**src/rtl/pgb_pkg.sv**
```systemverilog
`timescale 1ns/1ps
package pgb_pkg;
    typedef struct packed {
        logic low;
        logic hiz;
        logic rise;
        logic pgd_prev;
        logic pgd_hold;
    } pgb_state_t;

    localparam pgb_state_t PGB_RESET = '{low: 1'b1, hiz: 1'b0, rise: 1'b0,
                                         pgd_prev: 1'b0, pgd_hold: 1'b0};
endpackage

```
**src/rtl/pgb_hold_timer.sv**
```systemverilog
`timescale 1ns/1ps
module pgb_hold_timer #(
    parameter int HOLD_US = 20
) (
    input  logic clk,
    input  logic rst_n,
    input  logic tick_i,
    input  logic trig_i,
    output logic busy_o
);
    localparam int CNT_W = $clog2(HOLD_US + 1);
    localparam logic [CNT_W-1:0] LOAD = CNT_W'(HOLD_US);

    logic [CNT_W-1:0] cnt_d, cnt_q;

    always_comb begin
        cnt_d = cnt_q;
        if (trig_i)
            cnt_d = LOAD;
        else if (tick_i && cnt_q != '0)
            cnt_d = cnt_q - 1'b1;
    end

    always_ff @(posedge clk or negedge rst_n) begin
        if (!rst_n) cnt_q <= '0;
        else        cnt_q <= cnt_d;
    end

    assign busy_o = trig_i | (cnt_q != '0);


    reload_chk: assert property (@(posedge clk) disable iff (!rst_n)
        trig_i |=> (busy_o && cnt_q == LOAD));
endmodule

```
**src/rtl/pgb_rail.sv**
```systemverilog
`timescale 1ns/1ps
module pgb_rail (
    input  logic clk,
    input  logic rst_n,
    input  logic en_i,
    input  logic ov_i,
    input  logic uv_i,
    input  logic slew_i,
    input  logic down_i,
    input  logic off_i,
    output logic fault_o,
    output logic in_win_o
);
    logic mask_d, mask_q;
    logic ov_masked;

    always_comb begin
        mask_d = mask_q;
        if (!en_i || off_i)
            mask_d = 1'b0;
        else if (slew_i && down_i)
            mask_d = 1'b1;
        else if (!slew_i && !ov_i && !uv_i)
            mask_d = 1'b0;
    end

    always_ff @(posedge clk or negedge rst_n) begin
        if (!rst_n) mask_q <= 1'b0;
        else        mask_q <= mask_d;
    end

    assign ov_masked = mask_q | (slew_i & down_i);
    assign fault_o   = ~off_i & (uv_i | (ov_i & ~ov_masked));
    assign in_win_o  = off_i | (~ov_i & ~uv_i);


    mask_keep_chk: assert property (@(posedge clk) disable iff (!rst_n)
        (mask_q && en_i && !off_i && (ov_i || uv_i)) |=> mask_q);
endmodule

```
**src/rtl/pgb_top.sv**
```systemverilog
`timescale 1ns/1ps
module pgb_top #(
    parameter int NUM_RAILS = 3,
    parameter int HOLD_US   = 20
) (
    input  logic                 clk,
    input  logic                 rst_n,
    input  logic                 en_i,
    input  logic                 pgd_in_i,
    input  logic                 startup_i,
    input  logic                 tick_us_i,
    input  logic [NUM_RAILS-1:0] ov_i,
    input  logic [NUM_RAILS-1:0] uv_i,
    input  logic [NUM_RAILS-1:0] slew_i,
    input  logic [NUM_RAILS-1:0] down_i,
    input  logic [NUM_RAILS-1:0] off_i,
    output logic                 pg_low_o,
    output logic                 pg_hiz_o,
    output logic                 pg_rise_o
);
    import pgb_pkg::*;

    logic [NUM_RAILS-1:0] rail_fault, rail_win;
    logic fault_any, all_win, all_off, slew_any;
    logic blank_busy, start_busy, pgd_busy;
    logic pgd_fall, start_trig, start_low, force_low_d;
    pgb_state_t st_d, st_q;

    for (genvar g = 0; g < NUM_RAILS; g++) begin : g_rail
        pgb_rail u_rail (
            .clk     (clk),
            .rst_n   (rst_n),
            .en_i    (en_i),
            .ov_i    (ov_i[g]),
            .uv_i    (uv_i[g]),
            .slew_i  (slew_i[g]),
            .down_i  (down_i[g]),
            .off_i   (off_i[g]),
            .fault_o (rail_fault[g]),
            .in_win_o(rail_win[g])
        );
    end

    assign fault_any  = |rail_fault;
    assign all_win    = &rail_win;
    assign all_off    = &off_i;
    assign slew_any   = |(slew_i & ~off_i);
    assign pgd_fall   = en_i & st_q.pgd_prev & ~pgd_in_i;
    assign start_trig = startup_i & ~all_win;

    pgb_hold_timer #(.HOLD_US(HOLD_US)) u_blank_tmr (
        .clk(clk), .rst_n(rst_n), .tick_i(tick_us_i),
        .trig_i(slew_any), .busy_o(blank_busy));

    pgb_hold_timer #(.HOLD_US(HOLD_US)) u_start_tmr (
        .clk(clk), .rst_n(rst_n), .tick_i(tick_us_i),
        .trig_i(start_trig), .busy_o(start_busy));

    pgb_hold_timer #(.HOLD_US(HOLD_US)) u_pgd_tmr (
        .clk(clk), .rst_n(rst_n), .tick_i(tick_us_i),
        .trig_i(pgd_fall), .busy_o(pgd_busy));

    assign start_low = startup_i & start_busy;

    always_comb begin
        st_d          = st_q;
        st_d.pgd_prev = pgd_in_i;
        if (!en_i)
            st_d.pgd_hold = 1'b0;
        else if (pgd_fall)
            st_d.pgd_hold = 1'b1;
        else if (!pgd_busy && all_win)
            st_d.pgd_hold = 1'b0;

        force_low_d = ~en_i | all_off | start_low | st_d.pgd_hold;
        st_d.low    = force_low_d | (~blank_busy & fault_any);
        st_d.hiz    = ~force_low_d & blank_busy;
        st_d.rise   = ~st_d.low & ~st_d.hiz & (st_q.low | st_q.hiz);
    end

    always_ff @(posedge clk or negedge rst_n) begin
        if (!rst_n) st_q <= PGB_RESET;
        else        st_q <= st_d;
    end

    assign pg_low_o  = st_q.low;
    assign pg_hiz_o  = st_q.hiz;
    assign pg_rise_o = st_q.rise;


    disable_low_chk: assert property (@(posedge clk) disable iff (!rst_n)
        !en_i |=> (pg_low_o && !pg_hiz_o));


    all_off_chk: assert property (@(posedge clk) disable iff (!rst_n)
        (en_i && all_off) |=> pg_low_o);


    pgd_fall_chk: assert property (@(posedge clk) disable iff (!rst_n)
        pgd_fall |=> pg_low_o);


    fault_low_chk: assert property (@(posedge clk) disable iff (!rst_n)
        (en_i && fault_any && !blank_busy) |=> pg_low_o);


    blank_hiz_chk: assert property (@(posedge clk) disable iff (!rst_n)
        (slew_any && !force_low_d) |=> pg_hiz_o);


    excl_out_chk: assert property (@(posedge clk) disable iff (!rst_n)
        !(pg_low_o && pg_hiz_o));


    rise_pulse_chk: assert property (@(posedge clk) disable iff (!rst_n)
        pg_rise_o |-> (!pg_low_o && !pg_hiz_o && ($past(pg_low_o) || $past(pg_hiz_o))));
endmodule

```
**config.mk**
```make
export PLATFORM = sky130hd
export DESIGN_NAME = pgb_top
export DESIGN_NICKNAME = d
export VERILOG_FILES = /design/src/rtl/pgb_pkg.sv /design/src/rtl/pgb_hold_timer.sv /design/src/rtl/pgb_rail.sv /design/src/rtl/pgb_top.sv
export SDC_FILE = /design/constraint.sdc
export NUM_CORES = 1
export LEC_CHECK = 0
export ABC_CLOCK_PERIOD_IN_PS = 5100
export BUFFER_PORTS_ARGS = -buffer_cell sky130_fd_sc_hd__buf_2
export CAP_MARGIN = 25
export CORE_UTILIZATION = 55
export DETAILED_ROUTE_END_ITERATION = 7
export GPL_TIMING_DRIVEN = 0
export PLACE_DENSITY = 0.81
export SYNTH_ARGS = -nofsm -noshare
export SYNTH_HDL_FRONTEND = slang
export SYNTH_SLANG_ARGS = --single-unit
```
**constraint.sdc**
```tcl
create_clock -name clk -period 5.1 [get_ports clk]
set_input_delay 0 -clock clk [delete_from_list [all_inputs] [get_ports clk]]
set_output_delay 0 -clock clk [all_outputs]
set_load 0.1 [all_outputs]
```
* Word-level counts from Yosys, hierarchy flattened
Cells that the tools add are included.
Storage, ports and cells: word-level logic and storage cells 130, register bits after elaboration 23, bits of input ports 21, output and inout bits 3
Cells by class: mux-type cells 18, reductions and logical operators 40, bitwise gates (word level) 58, $add $sub $neg 3
Operators by type and width (number):
- 5-bit two-way mux | 6
- 1-bit bitwise AND | 20
- 1-bit NOT | 19
- 1-bit OR | 17
- 5-bit nonzero test | 3
- 5-bit by 1-bit subtractor with 5-bit output, second input constant | 3
- 1-bit logical AND | 13
- 1-bit two-way mux | 12
- 1-bit logical NOT | 11
- 3-bit nonzero test | 3
- 3-bit AND reduction | 2
- 2-bit nonzero test | 3
- 3-bit OR reduction | 2
- 3-bit bitwise AND | 1
- 1-bit logical OR | 3
- 3-bit NOT | 1

* Logic depth before layout (Yosys ltp)
Gate-level depths: netlist (run 1).
word-level depth 15, depth in mapped cells 7, mapped depth without buffers 6

* Modules after synthesis
A second synthesis (run 1) with hierarchy kept.
Unflattened totals: cell total of the unflattened synthesis 135, area, all modules 1257.5 um2
By module, submodules not included:
- pgb_hold_timer | sequential area each 125.1 um2, times used 3, cells an instance 27, area each 265.3 um2
- pgb_top | sequential area each 126.4 um2, times used 1, cells an instance 24, area each 247.7 um2
- pgb_rail | sequential area each 25.0 um2, times used 3, cells an instance 10, area each 71.3 um2

* Least setup slack after synthesis (run 1)
Ideal clock, no wire load.
kind flip-flop to flip-flop, start reg u_start_tmr.cnt_q[0], end reg st_q (netlist bit pg_rise_o), stages on the path, launching flop included 8, required time 5.031 ns, slack 3.120 ns, library setup time 0.069 ns, path buffers 1, arrival 1.911 ns, clock period less this slack 1.980 ns, cells stage by stage dfrtp_1 > inv_1 > ha_1 > or4b_1 > buf_2 > nand4b_4 > a2111oi_4 > o2111a_1
RTL lines:
- start: declaration | line pgb_hold_timer.sv:14 | logic [CNT_W-1:0] cnt_d, cnt_q;
- start signal: assignment | line pgb_hold_timer.sv:26 | else cnt_q <= cnt_d;
- end signal: assignment | line pgb_top.sv:83 | else st_q <= st_d;
- end: declaration | line pgb_top.sv:27 | pgb_state_t st_d, st_q;

==> results of run 1 <==
## registers in the layout (all words and copies together), names as in the netlist
register              flops
g_rail.u_rail.mask_q      3
u_blank_tmr.cnt_q         5
st_q                      2
u_pgd_tmr.cnt_q           5
pg_low_o                  1
u_start_tmr.cnt_q         5
pg_hiz_o                  1
pg_rise_o                 1
## layout make-up
type | instances | area share
buffer | 5 | 0.0131
clock buffer | 3 | 0.0147
clock inverter | 1 | 0.00327
inverter | 12 | 0.0294
multi-input combinational | 94 | 0.442
sequential | 23 | 0.377
tap | 28 | 0.0229
timing repair buffer | 26 | 0.0981
## critical path: cells and delay by family, from the launching register on
kind / cells / cell delay, ns
flip-flops: 1 / 0.40
buffers and inverters: 2 / 0.30
AND/OR/NAND/NOR: 2 / 0.60
adder cells (fa/ha/maj): 1 / 0.15
AO/OA/AOI/OAI: 2 / 0.70
## cells by family after synthesis
group           share of synthesized area
buf+inv                            0.0494
simple gates                        0.230
flops                               0.438
xor+xnor                           0.0731
compound gates                      0.153
fa+ha+maj                          0.0570
## metrics by stage
| stage | power, mW | cells | setup WS, ns |
|---|---|---|---|
| 5_1_grt | 0.508 | 192 | 2.81 |
| 3_3_place_gp | 0.380 | 184 | 3.00 |
| 3_5_place_dp | 0.392 | 184 | 2.95 |
| 4_1_cts | 0.481 | 192 | 2.92 |
| 6_report | 0.477 | 192 | 2.91 |
| 2_1_floorplan | 0.348 | 134 | 3.12 |
## layout by cell type, fill, tap and decap left out, types with 4 or more instances in the layout
cell,n
inv_1,12
buf_2,23
dfrtp_1,22
dlygate4sd3_1,4
nand3_1,6
nor3_1,6
nor2_1,10
and3_1,4
ha_1,6
xor2_1,8
nand2_1,12
clkbuf_1,4
## what timing repair did
| item | CTS | global route |
|---|---|---|
| hold buffers | 4 | 0 |
| endpoints found under the setup margin | 0 | 0 |
| hold endpoints to repair | 30 | 0 |
## path summary, 6_finish.rpt
check | from | endpoint
setup / recovery | u_start_tmr.cnt_q[0] | pg_rise_o
hold / removal | off_i[1] | g_rail[1].u_rail.mask_q
setup reg to reg | u_start_tmr.cnt_q[0] | pg_rise_o
hold reg to reg | u_start_tmr.cnt_q[4] | u_start_tmr.cnt_q[4]
max in group asynchronous | rst_n | pg_low_o
min in group asynchronous | rst_n | u_blank_tmr.cnt_q[3]
## power by group through the flow
stage          clock [mW]  combinational, mW  sequential (mW)
2_1_floorplan           0              0.100            0.248
3_3_place_gp            0              0.136            0.244
3_5_place_dp            0              0.144            0.247
4_1_cts            0.0888              0.148            0.244
5_1_grt            0.0913              0.169            0.248
6_report           0.0863              0.148            0.244
## metal layers
metal	up-vias	routed length [um]	track usage
li1	534	-	-
met1	537	1170	0.279
met2	22	1430	0.434
met3	7	77	0.0357
met4	0	61	0.130
met5	-	0	0
==> qor.txt, run 1 <==
final WL = 2.73 mm
Post-CTS Setup Bufs = 0
antenna-violating nets left = 0
CTS resizes = 0
actual transition at the worst max-transition pin = 0.509 ns
Post-DP HPWL = 2.07 mm
EDFF count, synth = 0
first-pass GRT wire length = 4.64 mm
ys async rst share = 1.00
clock skew = 0.00447 ns
number of warnings issued by yosys = 0
antenna violations before repair = 0
Pleak = 0.705 nW
Peak Freq = 457 MHz
Internal = 310 uW
Post-Syn Instances = 134
Final Core Density = 0.685
pin count of the biggest net entering global routing = 24
maximum root-to-sink buffer count = 2
I/O pin cnt = 24
Tmin final = 2.19 ns
area grow syn2layout = 16.1%
Setup TNS Final = 0 ns
post-route cell area = 1530 sq um
fin nets = 192
Chip Width = 50.9 um
Fill cells = 179
Seq/Total Area, Yosys = 0.438
commonest cells in the netlist = dfrtp_1 (22), inv_1 (12), nand2_1 (12)
DR iter-0 viols = 29
worst skew pair latency = 0.32 ns
TritonCTS clock tree = yes
FP Rows = 17
Slew Limit Fails = 0
Worst Hold Depth = 3
CTS buffer count = 3
final setup fails = 0
drt drc = 0
Initial DRT Pass Iterations = 4
Multi-input gate area = 676 sq um
clk root buf = clkbuf_4
cell taking the most area after synthesis = dfrtp_1
RSZ-0062 raised after global routing = no
Synth Register Bits = 23
Max-Cap Viols = 0
crit-path max FO = 7
Worst EP required = 5.36 ns
# H-tree levels = 1
starting density of the core = 0.590
vias in the first global route = 1114
Wirelength per Cell = 14.2 um
Top FF cell, synth = dfrtp_1
Clk pwr share = 0.181
Crit path largest cell delay = 0.44 ns
share of layout cells above drive strength 1 = 0.220
Comb pwr share = 0.309
placed inst area = 1460 sq um
CP arrival = 2.45 ns
Setup crit end kind = register
maximum vdd drop = 213 uV
synth top area cells = dfrtp_1 (42%), ha_1 (5.7%), xor2_1 (5.3%), inv_1 (3.4%), nand2_1 (3.4%)
Pwr per Cell Area = 312 nW/um^2
die height = 50.9 um
FF/Latch Area = 577 sq um
# diodes = 0
Flop pwr share = 0.510
count leader, synth = dfrtp_1
top-area cell type share of the netlist area = 0.418
Syn Area/Cell = 9.83 sq um
gr usage total = 0.244
syn_nets = 161
sw frac = 0.352
core area = 2230 sq um
IO Port Bufs = 22
hold_ws = 0.00947 ns
total global routing overflow = 0
final hold vios = 0
distinct cell type count after synthesis = 38
worst hold-check path type = input pin to register
Reg clk slew, reported paths = 0.13 ns
Sink Count = 23
crit path max-delay cell type = a2111oi_4
Tcrit/Tclk final = 0.429
via count = 1100
worst r2r path cells = 7
worst-path cell chain = inv_1, ha_1, or4b_1, buf_2, nand4b_4, a2111oi_4, o2111a_1
DR vias/cell = 5.73
GPL Wtd Cong = 0.913
synthesized area = 1320 sq um
die area = 2600 sq um
outcome = completed
max_slew headroom = 0.661
r2r setup slk = 2.91 ns
NetSw = 168 uW
crit start category = register
Crit Path Class = register to register
(Power assumes the default switching activity.)
==> run 2: changes to the inputs <==
--- a/config.mk
+++ b/config.mk
@@ -5,13 +5,13 @@
 export SDC_FILE = /design/constraint.sdc
 export NUM_CORES = 1
 export LEC_CHECK = 0
-export ABC_CLOCK_PERIOD_IN_PS = 5100
+export ABC_CLOCK_PERIOD_IN_PS = 2300
 export BUFFER_PORTS_ARGS = -buffer_cell sky130_fd_sc_hd__buf_2
 export CAP_MARGIN = 25
-export CORE_UTILIZATION = 55
+export CORE_UTILIZATION = 54
 export DETAILED_ROUTE_END_ITERATION = 7
 export GPL_TIMING_DRIVEN = 0
-export PLACE_DENSITY = 0.81
+export PLACE_DENSITY = 0.8
 export SYNTH_ARGS = -nofsm -noshare
 export SYNTH_HDL_FRONTEND = slang
 export SYNTH_SLANG_ARGS = --single-unit
==> constraint.sdc (replaced) <==
create_clock -name clk -period 2.3 [get_ports clk]
set_input_delay 0 -clock clk [delete_from_list [all_inputs] [get_ports clk]]
set_output_delay 0 -clock clk [all_outputs]
set_load 0.1 [all_outputs]
==> qor.txt, run 2 (same netlist as run 1, synthesis figures left out) <==
CTS buffer count = 3 (unchanged)
antenna violations before repair = 0 (unchanged)
IO Port Bufs = 22 (unchanged)
final WL = 2.55 mm (was 2.73 mm)
Initial DRT Pass Iterations = 4 (unchanged)
outcome = completed (unchanged)
Internal = 684 uW (was 310 uW)
total global routing overflow = 0 (unchanged)
DR vias/cell = 5.68 (was 5.73)
final setup fails = 0 (unchanged)
Setup crit end kind = register (unchanged)
Flop pwr share = 0.517 (was 0.510)
Wirelength per Cell = 13.4 um (was 14.2 um)
NetSw = 359 uW (was 168 uW)
via count = 1085 (was 1100)
worst hold-check path type = input pin to register (unchanged)
I/O pin cnt = 24 (unchanged)
die height = 51.4 um (was 50.9 um)
core area = 2250 sq um (was 2230 sq um)
DR iter-0 viols = 18 (was 29)
Crit Path Class = register to register (unchanged)
antenna-violating nets left = 0 (unchanged)
max_slew headroom = 0.665 (was 0.661)
Fill cells = 195 (was 179)
commonest non-fill, non-tap cell in the layout = buf_2 (unchanged)
RSZ-0062 raised after global routing = no (unchanged)
Reg clk slew, reported paths = 0.13 ns (about the same)
TritonCTS clock tree = yes (unchanged)
Setup TNS Final = 0 ns (unchanged)
Pleak = 0.701 nW (was 0.705 nW)
Total Power = 1.04 mW (was 477 uW)
pin count of the biggest net entering global routing = 24 (unchanged)
worst skew pair latency = 0.30 ns (was 0.32 ns)
Tcrit/Tclk final = 0.921 (was 0.429)
area grow syn2layout = 15.4% (was 16.1%)
Multi-input gate area = 676 sq um (unchanged)
vias in the first global route = 1082 (was 1114)
Clk pwr share = 0.179 (was 0.181)
crit start category = register (unchanged)
gr usage total = 0.234 (was 0.244)
first-pass GRT wire length = 4.66 mm (was 4.64 mm)
crit-path max FO = 7 (unchanged)
Tmin final = 2.12 ns (was 2.19 ns)
Max-Cap Viols = 0 (unchanged)
Sink Count = 23 (unchanged)
# diodes = 0 (unchanged)
starting density of the core = 0.584 (was 0.590)
maximum root-to-sink buffer count = 2 (unchanged)
Comb pwr share = 0.304 (was 0.309)
# H-tree levels = 1 (unchanged)
final hold vios = 0 (unchanged)
Peak Freq = 472 MHz (was 457 MHz)
share of layout cells above drive strength 1 = 0.221 (was 0.220)
sw frac = 0.344 (was 0.352)
clk root buf = clkbuf_4 (unchanged)
maximum vdd drop = 524 uV (was 213 uV)
drt drc = 0 (unchanged)
clock skew = 0.00316 ns (was 0.00447 ns)
FP Rows = 17 (unchanged)
Post-DP HPWL = 1.99 mm (was 2.07 mm)
commonest non-fill, non-tap cells in the layout = buf_2 (23), dfrtp_1 (22), inv_1 (12), nand2_1 (12), nor2_1 (10) (unchanged)
actual transition at the worst max-transition pin = 0.503 ns (was 0.509 ns)
Slew Limit Fails = 0 (unchanged)
CP arrival = 2.37 ns (was 2.45 ns)
Chip Width = 51.4 um (was 50.9 um)
Pwr per Cell Area = 686 nW/um^2 (was 312 nW/um^2)
Worst EP required = 2.55 ns (was 5.36 ns)
die area = 2640 sq um (was 2600 sq um)
FF/Latch Area = 577 sq um (unchanged)
top flop regs = u_blank_tmr.cnt_q: 5 flops, u_pgd_tmr.cnt_q: 5 flops, u_start_tmr.cnt_q: 5 flops (unchanged)
fin nets = 191 (was 192)
GPL Wtd Cong = 0.909 (was 0.913)
## run 2: what timing repair did
action / 4_1_cts / 5_1_grt
hold endpoints to repair: 27 / 0
gates resized for setup: 0 / 0
setup buffers: 0 / 0
setup endpoints to repair: 0 / 1
hold buffers: 3 / 0
## run 2: layout make-up
cell class                 count  share of cell area
buffer                         5              0.0132
clock buffer                   3              0.0148
clock inverter                 1             0.00329
inverter                      12              0.0296
multi-input combinational     94               0.444
sequential                    23               0.379
tap                           28              0.0230
timing repair buffer          25              0.0922
## run 2: metrics by stage
step | hold slack (ns) | instance area, sq um | std cells | utilization | setup slack [ns]
after global routing | 0.0272 | 1520 | 191 | 0.674 | 0.0282
after floorplan | -0.296 | 1320 | 134 | - | 0.320
final | 0.0181 | 1520 | 191 | 0.674 | 0.182
after global placement | 0.00368 | 1460 | 184 | 0.649 | 0.231
after CTS | 0.00738 | 1520 | 191 | 0.674 | 0.143
after detailed placement | 0.00260 | 1460 | 184 | 0.649 | 0.173
## run 2: final timing paths
check | startpoint | end | slack, ns | cells past startpoint
worst max-delay path | u_start_tmr.cnt_q[0] | pg_rise_o | 0.18 | 7
worst min-delay path | off_i[0] | g_rail[0].u_rail.mask_q | 0.02 | 3
worst max register to register | u_start_tmr.cnt_q[0] | pg_rise_o | 0.18 | 7
worst min register to register | u_start_tmr.cnt_q[4] | u_start_tmr.cnt_q[4] | 0.54 | 2
max in group asynchronous | rst_n | pg_low_o | 1.76 | 2
min in group asynchronous | rst_n | g_rail[0].u_rail.mask_q | 0.18 | 2
## run 2: worst max-delay path: stages, from the launching register on
cell,delay (ns)
dfrtp_1,0.40
inv_1,0.13
ha_1,0.17
or4b_1,0.42
buf_2,0.18
nand4b_4,0.18
a2111oi_4,0.37
o2111a_1,0.23
## run 2: routing by layer
layer  vias up  routed length (um)  track usage
met5         -                   0            0
met4         0                  17       0.0766
met3         2                  82       0.0268
met2        23                1280        0.426
met1       524                1170        0.282
li1        536                   -            -
## run 2: power groups by stage
| stage | Combinational [mW] | Sequential (mW) | Clock (mW) |
|---|---|---|---|
| final | 0.317 | 0.540 | 0.186 |
| after global routing | 0.363 | 0.548 | 0.204 |
| after CTS | 0.321 | 0.539 | 0.194 |
| after detailed placement | 0.315 | 0.546 | 0 |
| after global placement | 0.298 | 0.543 | 0 |
| after floorplan | 0.222 | 0.549 | 0 |
==> run 3: changes to the inputs <==
--- a/config.mk
+++ b/config.mk
@@ -8,10 +8,11 @@
 export ABC_CLOCK_PERIOD_IN_PS = 2300
 export BUFFER_PORTS_ARGS = -buffer_cell sky130_fd_sc_hd__buf_2
 export CAP_MARGIN = 25
-export CORE_UTILIZATION = 54
+export CORE_UTILIZATION = 47
+export CTS_CLUSTER_SIZE = 28
 export DETAILED_ROUTE_END_ITERATION = 7
 export GPL_TIMING_DRIVEN = 0
-export PLACE_DENSITY = 0.8
+export PLACE_DENSITY = 0.71
 export SYNTH_ARGS = -nofsm -noshare
 export SYNTH_HDL_FRONTEND = slang
 export SYNTH_SLANG_ARGS = --single-unit
==> qor.txt, run 3 (same netlist as run 1, synthesis figures left out) <==
Initial DRT Pass Iterations = 4 (unchanged)
Pleak = 0.703 nW (was 0.701 nW)
clock skew = 0.00455 ns (was 0.00316 ns)
fin nets = 192 (was 191)
antenna-violating nets left = 0 (unchanged)
final WL = 2.83 mm (was 2.55 mm)
Reg clk slew, reported paths = 0.13 ns (about the same)
Chip Width = 54.9 um (was 51.4 um)
Post-DP HPWL = 2.10 mm (was 1.99 mm)
Pwr per Cell Area = 694 nW/um^2 (was 686 nW/um^2)
Crit Path Class = register to register (unchanged)
crit start category = register (unchanged)
maximum vdd drop = 523 uV (was 524 uV)
total global routing overflow = 0 (unchanged)
Total Power = 1.06 mW (was 1.04 mW)
crit-path max FO = 7 (unchanged)
DR vias/cell = 5.63 (was 5.68)
drt drc = 0 (unchanged)
CTS buffer count = 3 (unchanged)
TritonCTS clock tree = yes (unchanged)
Max-Cap Viols = 0 (unchanged)
starting density of the core = 0.513 (was 0.584)
IO Port Bufs = 22 (unchanged)
DR iter-0 viols = 25 (was 18)
worst skew pair latency = 0.31 ns (was 0.30 ns)
Setup crit end kind = register (unchanged)
FP Rows = 18 (was 17)
fin cells = 194 (was 191)
Sink Count = 23 (unchanged)
Peak Freq = 469 MHz (was 472 MHz)
Wirelength per Cell = 14.6 um (was 13.4 um)
maximum root-to-sink buffer count = 2 (unchanged)
Tcrit/Tclk final = 0.926 (was 0.921)
Worst EP required = 2.56 ns (was 2.55 ns)
core area = 2570 sq um (was 2250 sq um)
die height = 54.9 um (was 51.4 um)
first-pass GRT wire length = 4.81 mm (was 4.66 mm)
share of layout cells above drive strength 1 = 0.213 (was 0.221)
CP arrival = 2.39 ns (was 2.37 ns)
via count = 1092 (was 1085)
area grow syn2layout = 16.2% (was 15.4%)
gr usage total = 0.229 (was 0.234)
antenna violations before repair = 0 (unchanged)
clk root buf = clkbuf_4 (unchanged)
Placed Cells = 186 (was 184)
# H-tree levels = 1 (unchanged)
# diodes = 0 (unchanged)
worst hold-check path type = input pin to register (unchanged)
CTS resizes = 0 (unchanged)
final setup fails = 0 (unchanged)
final hold vios = 0 (unchanged)
actual transition at the worst max-transition pin = 0.515 ns (was 0.503 ns)
Final Core Density = 0.596 (was 0.674)
vias in the first global route = 1127 (was 1082)
pin count of the biggest net entering global routing = 24 (unchanged)
GPL Wtd Cong = 0.848 (was 0.909)
die area = 3020 sq um (was 2640 sq um)
Setup TNS Final = 0 ns (unchanged)
Slew Limit Fails = 0 (unchanged)
max_slew headroom = 0.656 (was 0.665)
commonest non-fill, non-tap cells in the layout = buf_2 (23), dfrtp_1 (22), inv_1 (12), nand2_1 (12), nor2_1 (10) (unchanged)
outcome = completed (unchanged)
I/O pin cnt = 24 (unchanged)
RSZ-0062 raised after global routing = no (unchanged)
commonest non-fill, non-tap cell in the layout = buf_2 (unchanged)
Tmin final = 2.13 ns (was 2.12 ns)
top flop regs = u_blank_tmr.cnt_q: 5 flops, u_pgd_tmr.cnt_q: 5 flops, u_start_tmr.cnt_q: 5 flops (unchanged)
run 3: cell types whose count changed in the layout (fill, tap and decap cells not counted), sizes merged:
cell	previous run	this run
dlygate4sd3	3	4
clkbuf	7	8
clkinv	1	0
run 3: report_power, final:
part           switching [mW]  leakage (nW)  internal [mW]  total (mW)
clock network           0.126        0.0150         0.0677       0.194
logic                   0.185         0.410          0.144       0.329
registers              0.0623         0.278          0.478       0.540
run 3: metrics by stage:
step                      instance area (sq um)  hold WS [ns]  setup WS [ns]
after floorplan                            1320        -0.296          0.320
after global placement                     1470      -0.00431          0.200
after detailed placement                   1470      0.000260          0.156
after CTS                                  1530       0.00514          0.116
after global routing                       1530        0.0185         0.0371
final                                      1530       0.00419          0.169
run 3: cell type report:
| class | count | area [sq um] |
|---|---|---|
| sequential | 23 | 577 |
| fill | 225 | 1040 |
| multi-input combinational | 94 | 676 |
| buffer | 5 | 20.0 |
| tap | 30 | 37.5 |
| timing repair buffer | 26 | 150 |
| inverter | 12 | 45.0 |
| clock buffer | 4 | 26.3 |
run 3: what timing repair did:
| item | CTS | global route |
|---|---|---|
| setup endpoints to repair | 0 | 1 |
| endpoints found under the hold margin | 29 | 0 |
| hold buffers | 4 | 0 |
| buffers inserted | 0 | 0 |
run 3: critical path: stages, from the launching register on:
cell and delay [ns]:
dfrtp_1 0.40, inv_1 0.12, ha_1 0.16, or4b_1 0.42, buf_2 0.17, nand4b_4 0.18
a2111oi_4 0.39, o2111a_1 0.23
run 3: layer usage:
layer / GRT usage / wire length [um] / up-vias
met2: 0.406 / 1480 / 20
met1: 0.269 / 1240 / 527
met5: 0 / 0 / -
li1: - / - / 539
met4: 0.117 / 55 / 0
met3: 0.0301 / 58 / 6
run 3: worst paths after layout:
kind | from | to | slack (ns) | depth (start not counted)
worst min register to register | u_blank_tmr.cnt_q[4] | u_blank_tmr.cnt_q[4] | 0.54 | 2
min in group asynchronous | rst_n | g_rail[1].u_rail.mask_q | 0.17 | 2
max in group asynchronous | rst_n | pg_low_o | 1.77 | 2
worst max-delay path | u_start_tmr.cnt_q[0] | pg_rise_o | 0.17 | 7
worst min-delay path | off_i[0] | g_rail[0].u_rail.mask_q | 0.004 | 3
worst max register to register | u_start_tmr.cnt_q[0] | pg_rise_o | 0.17 | 7
